===== config.mk =====
export PLATFORM = sky130hd
export DESIGN_NAME = dps_sel
export DESIGN_NICKNAME = d
export VERILOG_FILES = /design/src/rtl/dps_pkg.sv /design/src/rtl/dps_rst_sync.sv /design/src/rtl/dps_base_dec.sv /design/src/rtl/dps_grp_dec.sv /design/src/rtl/dps_part_fsm.sv /design/src/rtl/dps_sel.sv
export SDC_FILE = /design/constraint.sdc
export NUM_CORES = 1
export LEC_CHECK = 0
export ABC_AREA = 1
export CORE_AREA = 2 2 39 41
export DETAILED_ROUTE_END_ITERATION = 6
export DIE_AREA = 0 0 41 43
export HOLD_SLACK_MARGIN = 0.05
export PLACE_DENSITY = 0.67
export SLEW_MARGIN = 20
export SYNTH_ARGS = -nofsm -noshare
export SYNTH_HDL_FRONTEND = slang
export SYNTH_HIERARCHICAL = 1
export SYNTH_SLANG_ARGS = --single-unit

===== constraint.sdc =====
create_clock -name clk -period 2.6 [get_ports clk]
set_clock_uncertainty 0.05 [all_clocks]
set_input_delay 0.39 -clock clk [delete_from_list [all_inputs] [get_ports clk]]
set_output_delay 0.39 -clock clk [all_outputs]
set_load 0.05 [all_outputs]

===== src/rtl/dps_pkg.sv =====
package dps_pkg;
  typedef enum logic {
    PART_RAM  = 1'b0,
    PART_BOOT = 1'b1
  } part_e;

  typedef struct packed {
    logic hit_boot;
    logic hit_ram;
  } base_hit_t;
endpackage


===== src/rtl/dps_rst_sync.sv =====
module dps_rst_sync #(
  parameter int STAGES = 2
) (
  input  logic clk,
  input  logic rst_n,
  output logic rst_sync_n
);
  logic [STAGES-1:0] chain_q;

  always_ff @(posedge clk or negedge rst_n) begin
    if (!rst_n) chain_q <= '0;
    else        chain_q <= {chain_q[STAGES-2:0], 1'b1};
  end

  assign rst_sync_n = chain_q[STAGES-1];
endmodule


===== src/rtl/dps_base_dec.sv =====
module dps_base_dec
  import dps_pkg::*;
#(
  parameter int          ADDR_W    = 16,
  parameter int          SLOT_LSB  = 8,
  parameter int          SLOT_W    = 3,
  parameter logic [4:0]  REGION    = 5'b00010,
  parameter logic [2:0]  BOOT_LO   = 3'd4,
  parameter logic [2:0]  BOOT_HI   = 3'd6
) (
  input  logic [ADDR_W-1:0] addr,
  input  logic [SLOT_W-1:0] ram_slot,
  input  logic              boot_hi,
  output base_hit_t         hits
);
  localparam int REG_LSB = SLOT_LSB + SLOT_W;
  localparam int NUM_BASES = 2;

  logic                    region_ok;
  logic [SLOT_W-1:0]       slot_tgt [NUM_BASES];
  logic [NUM_BASES-1:0]    slot_eq;

  assign region_ok   = (addr[ADDR_W-1:REG_LSB] == REGION);
  assign slot_tgt[0] = ram_slot;
  assign slot_tgt[1] = boot_hi ? BOOT_HI[SLOT_W-1:0] : BOOT_LO[SLOT_W-1:0];

  for (genvar k = 0; k < NUM_BASES; k++) begin : g_cmp
    assign slot_eq[k] = region_ok && (addr[REG_LSB-1:SLOT_LSB] == slot_tgt[k]);
  end

  always_comb begin
    hits.hit_ram  = slot_eq[0];
    hits.hit_boot = slot_eq[1];
  end
endmodule


===== src/rtl/dps_grp_dec.sv =====
module dps_grp_dec #(
  parameter int ADDR_W  = 16,
  parameter int GRP_LSB = 4,
  parameter int BIT_LSB = 1
) (
  input  logic [ADDR_W-1:0]          addr,
  input  logic                       wr_q,
  output logic [1:0]                 bank_wr,
  output logic [GRP_LSB-BIT_LSB-1:0] bit_sel,
  output logic                       grp_hi
);
  localparam int NUM_BANKS = 2;

  assign grp_hi  = addr[GRP_LSB];
  assign bit_sel = addr[GRP_LSB-1:BIT_LSB];

  for (genvar b = 0; b < NUM_BANKS; b++) begin : g_bank
    assign bank_wr[b] = wr_q && (grp_hi == b[0]);
  end
endmodule


===== src/rtl/dps_part_fsm.sv =====
module dps_part_fsm
  import dps_pkg::*;
(
  input  logic      clk,
  input  logic      rst_n,
  input  logic      wr_q,
  input  logic      sep_mode,
  input  logic      grp_hi,
  input  base_hit_t hits,
  output part_e     part
);
  part_e part_q, part_d;
  logic  part_en;

  always_comb begin
    part_d  = part_q;
    part_en = 1'b0;
    if (wr_q) begin
      if (!sep_mode) begin
        part_en = 1'b1;
        part_d  = grp_hi ? PART_RAM : PART_BOOT;
      end else if (hits.hit_boot ^ hits.hit_ram) begin
        part_en = 1'b1;
        part_d  = hits.hit_boot ? PART_BOOT : PART_RAM;
      end
    end
  end

  always_ff @(posedge clk or negedge rst_n) begin
    if (!rst_n)       part_q <= PART_RAM;
    else if (part_en) part_q <= part_d;
  end

  assign part = part_q;
endmodule


===== src/rtl/dps_sel.sv =====
module dps_sel
  import dps_pkg::*;
#(
  parameter int ADDR_W   = 16,
  parameter int SLOT_LSB = 8,
  parameter int SLOT_W   = 3,
  parameter int GRP_LSB  = 4,
  parameter int BIT_LSB  = 1
) (
  input  logic                       clk,
  input  logic                       rst_n,
  input  logic [ADDR_W-1:0]          cru_addr,
  input  logic                       cru_wr,
  input  logic                       sep_mode,
  input  logic [SLOT_W-1:0]          ram_slot,
  input  logic                       boot_hi,
  output logic                       card_hit,
  output logic [1:0]                 bank_wr,
  output logic [GRP_LSB-BIT_LSB-1:0] bit_sel,
  output logic                       part_boot,
  output logic                       pri_grp_en,
  output logic                       sec_grp_en,
  output logic                       fw_a14
);
  logic      rst_sync_n;
  base_hit_t hits;
  logic      wr_q;
  logic      grp_hi;
  part_e     part;

  dps_rst_sync #(.STAGES(2)) u_rst (
    .clk(clk), .rst_n(rst_n), .rst_sync_n(rst_sync_n)
  );

  dps_base_dec #(
    .ADDR_W(ADDR_W), .SLOT_LSB(SLOT_LSB), .SLOT_W(SLOT_W)
  ) u_base (
    .addr(cru_addr), .ram_slot(ram_slot), .boot_hi(boot_hi), .hits(hits)
  );

  assign card_hit = hits.hit_ram | hits.hit_boot;
  assign wr_q     = cru_wr & card_hit;

  dps_grp_dec #(
    .ADDR_W(ADDR_W), .GRP_LSB(GRP_LSB), .BIT_LSB(BIT_LSB)
  ) u_grp (
    .addr(cru_addr), .wr_q(wr_q), .bank_wr(bank_wr),
    .bit_sel(bit_sel), .grp_hi(grp_hi)
  );

  dps_part_fsm u_fsm (
    .clk(clk), .rst_n(rst_sync_n), .wr_q(wr_q), .sep_mode(sep_mode),
    .grp_hi(grp_hi), .hits(hits), .part(part)
  );

  assign part_boot  = (part == PART_BOOT);
  assign pri_grp_en = (part == PART_RAM);
  assign sec_grp_en = part_boot;
  assign fw_a14     = part_boot;
endmodule


==> run_results.csv <==
group,metric,value,unit
status,status,"finished clean",
flow_run,maxCapViolCount,0,
floorplan,initial_utilization,0.2206,
setup_path,end_kind,"primary output",
clocking,cts_hold_buffers,1,
clocking,clkSinkCount,3,
finish,diodes,0,
clocking,cts_tree,"yes",
detailed_routing,ant_nets,0,
pwr,power.density,343.5,nW/um^2
setup_path,critPathKind,"input pin to primary output",
placed_design,pre_cts_slack,0.1788,ns
setup_path,path_delay_family,"simple AND/OR/NAND/NOR gates",
synthesis,postSynthAreaPerCell,5.760,sq um
detailed_routing,first_iter_violations,2,
synthesis,ys_seq_area_frac,0.2459,
timing,fin_ws,0.1881,ns
timing,fin_setup_tns,0,ns
detailed_routing,wire_per_inst,7.077,um
floorplan,die-area,1763,sq um
finish,final-instance-count-excl-fill,91,
synthesis,synth_top_area_cell,"dfrtp_1",
setup_path,cp_num_buf_inv,3,
finish,ff_latch_area,75.07,sq um
setup_path,rr_startpoint,"u_rst/chain_q[1]",
finish,final_nets,100,
finish,multi_input_area,132.6,sq um
setup_path,path_cells,"clkdlybuf4s50_1 > nor3_1 > nand3_1 > nor2_1 > nor2_2 > nor2_1 > inv_1 > nor2_2 > buf_12",
timing,grt_setup_unrepaired,"no",
clocking,post-cts-setup-buffers,0,
setup_path,r2r-end,"u_fsm/part",
placed_design,portBuffers,23,
clocking,htreeDepth,1,
placed_design,dp_hpwl,564.6,um
clocking,ctsResizeCount,0,
global_routing,grt_first_pass_wirelength,1.090,mm
synthesis,synthCells,53,
synthesis,synth_top_area_share,0.2459,
placed_design,gp_congestion,0.5804,
synthesis,ys_types,11,
clocking,numCtsBuffers,3,
finish,n_fill_cell,165,
setup_path,cp_slowest_cell,"clkdlybuf4s50_1",
finish,layout-drive-gt1-share,0.1200,
pwr,pwr-share-comb,0.336,
synthesis,syn-num-nets,77,
global_routing,grt_pass1_vias,308,
floorplan,die_w,41,um
finish,area_growth,88.93,%
global_routing,grt.total_usage,0.09447,
placed_design,post-place-cells,86,
timing,holdWs,0.2709,ns
global_routing,grt_max_degree,6,
global_routing,antenna_found_initial,0,
clocking,clk_pin_slew,0.04,ns
pwr,max-vdd-ir-drop,129.2,uV
finish,postLayoutCellArea,576.8,sq um
setup_path,crit_fanout,4,
pwr,power.share.clock,0.406,
setup_path,r2r_cells,1,
synthesis,ys_ff_latch,3,
setup_path,worstPathRequired,2.16,ns
timing,hold_viol_final,0,
pwr,power.total,0.1981,mW
detailed_routing,vias,349,
synthesis,netlist_top_cells_area,"dfrtp_1 25%, nand2_1 21%, inv_1 17%",
floorplan,rows,14,
clocking,ctsLongestPathBuffers,2,
detailed_routing,wl,644,um
finish,final_core_util,0.4168,
clocking,cts-root-buf,"clkbuf_4",
floorplan,core,1384,sq um
timing,fin_crit_sh,0.9276,
timing,drv_slew,0,
global_routing,overflow,0,
setup_path,setup.worst_path.start_class,"input pin",
floorplan,dieHeight,43,um
pwr,power.leakage,0.2893,nW
floorplan,ios,34,
worst_hold_path,min_path_type,"input pin to async pin",
pwr,swShare,0.2808,
timing,period_needed,2.412,ns
pwr,seqPwrFrac,0.258,
synthesis,yosys_warnings,6,
setup_path,slowest_delay,0.40,ns
timing,fmax,0.4146,GHz
pwr,internal_power,0.1425,mW
timing,finalSetupViolCount,0,
detailed_routing,drc_errors,0,
detailed_routing,vias_per_cell,3.835,
detailed_routing,first_pass_iters,4,
setup_path,cp.arrival,1.97,ns
placed_design,postPlaceCellArea,540.5,sq um
setup_path,r2r_slack,1.91,ns
synthesis,synth.cell_area,305.3,sq um
clocking,clkLatencyLatePin,0.23,ns
pwr,p_switching,0.05564,mW
-- cell usage after synthesis --
master	count
conb_1	1
xnor2_1	1
nor2_2	3
inv_1	14
nand4_1	1
buf_4	6
nand3_1	3
nor3_1	1
nand2_1	17
dfrtp_1	3
nor2_1	3
-- cell usage in the layout, fill, tap and decap left out --
cell	n
dfrtp_1	3
dlygate4sd3_1	1
xnor2_1	1
clkdlybuf4s50_1	20
nor2_2	3
nand2_1	17
nand4_1	1
nand3_1	3
buf_12	3
clkbuf_4	3
clkbuf_1	1
nor3_1	1
inv_1	14
nor2_1	3
conb_1	1
-- final cells by class --
| class | instances | area share |
|---|---|---|
| Clock buffer | 4 | 0.04555 |
| Inverter | 14 | 0.09111 |
| Multi-Input combinational cell | 30 | 0.2299 |
| Sequential cell | 3 | 0.1302 |
| Tap cell | 16 | 0.03471 |
| Timing Repair Buffer | 24 | 0.4685 |
-- power groups by stage --
| stage | sequential (mW) | combinational, mW | clock [mW] |
|---|---|---|---|
| after floorplan | 0.0554 | 0.0412 | 0 |
| final | 0.0511 | 0.0665 | 0.0805 |
| after global routing | 0.0516 | 0.0727 | 0.0895 |
| after CTS | 0.0512 | 0.0670 | 0.0824 |
| after global placement | 0.0519 | 0.0649 | 0 |
| after detailed placement | 0.0519 | 0.0656 | 0 |
-- how the worst max path moves through the flow --
| stage | from | end | slack [ns] | cells after the start |
|---|---|---|---|---|
| 2_1_floorplan | cru_addr[15] | bank_wr[0] | 0.59 | 7 |
| 4_1_cts | cru_addr[15] | bank_wr[0] | 0.18 | 9 |
| 6_report | cru_addr[15] | bank_wr[0] | 0.19 | 9 |
| 3_3_place_gp | cru_addr[15] | bank_wr[0] | 0.18 | 9 |
| 3_5_place_dp | cru_addr[15] | bank_wr[0] | 0.18 | 9 |
| 5_1_grt | cru_addr[9] | bank_wr[0] | 0.03 | 12 |
-- kinds of logic after synthesis --
kind of cell	synth area share
other	0.01228
flip-flops	0.2459
XOR/XNOR	0.02869
AND/OR/NAND/NOR	0.3934
buffers and inverters	0.3197
-- state kept, by name (all words and copies together), names as in the netlist --
name and count:
u_rst/chain_q 2, u_fsm/part 1
-- per-layer routing --
metal / global-route usage / part of all wire / wire length (um)
met1: 0.08065 / 0.39 / 248
met2: 0.1406 / 0.52 / 333
met3: 0.05236 / 0.078 / 50
met4: 0.09333 / 0.019 / 12
met5: 0 / 0 / 0
No activity file was read; power rests on OpenSTA's default activity.
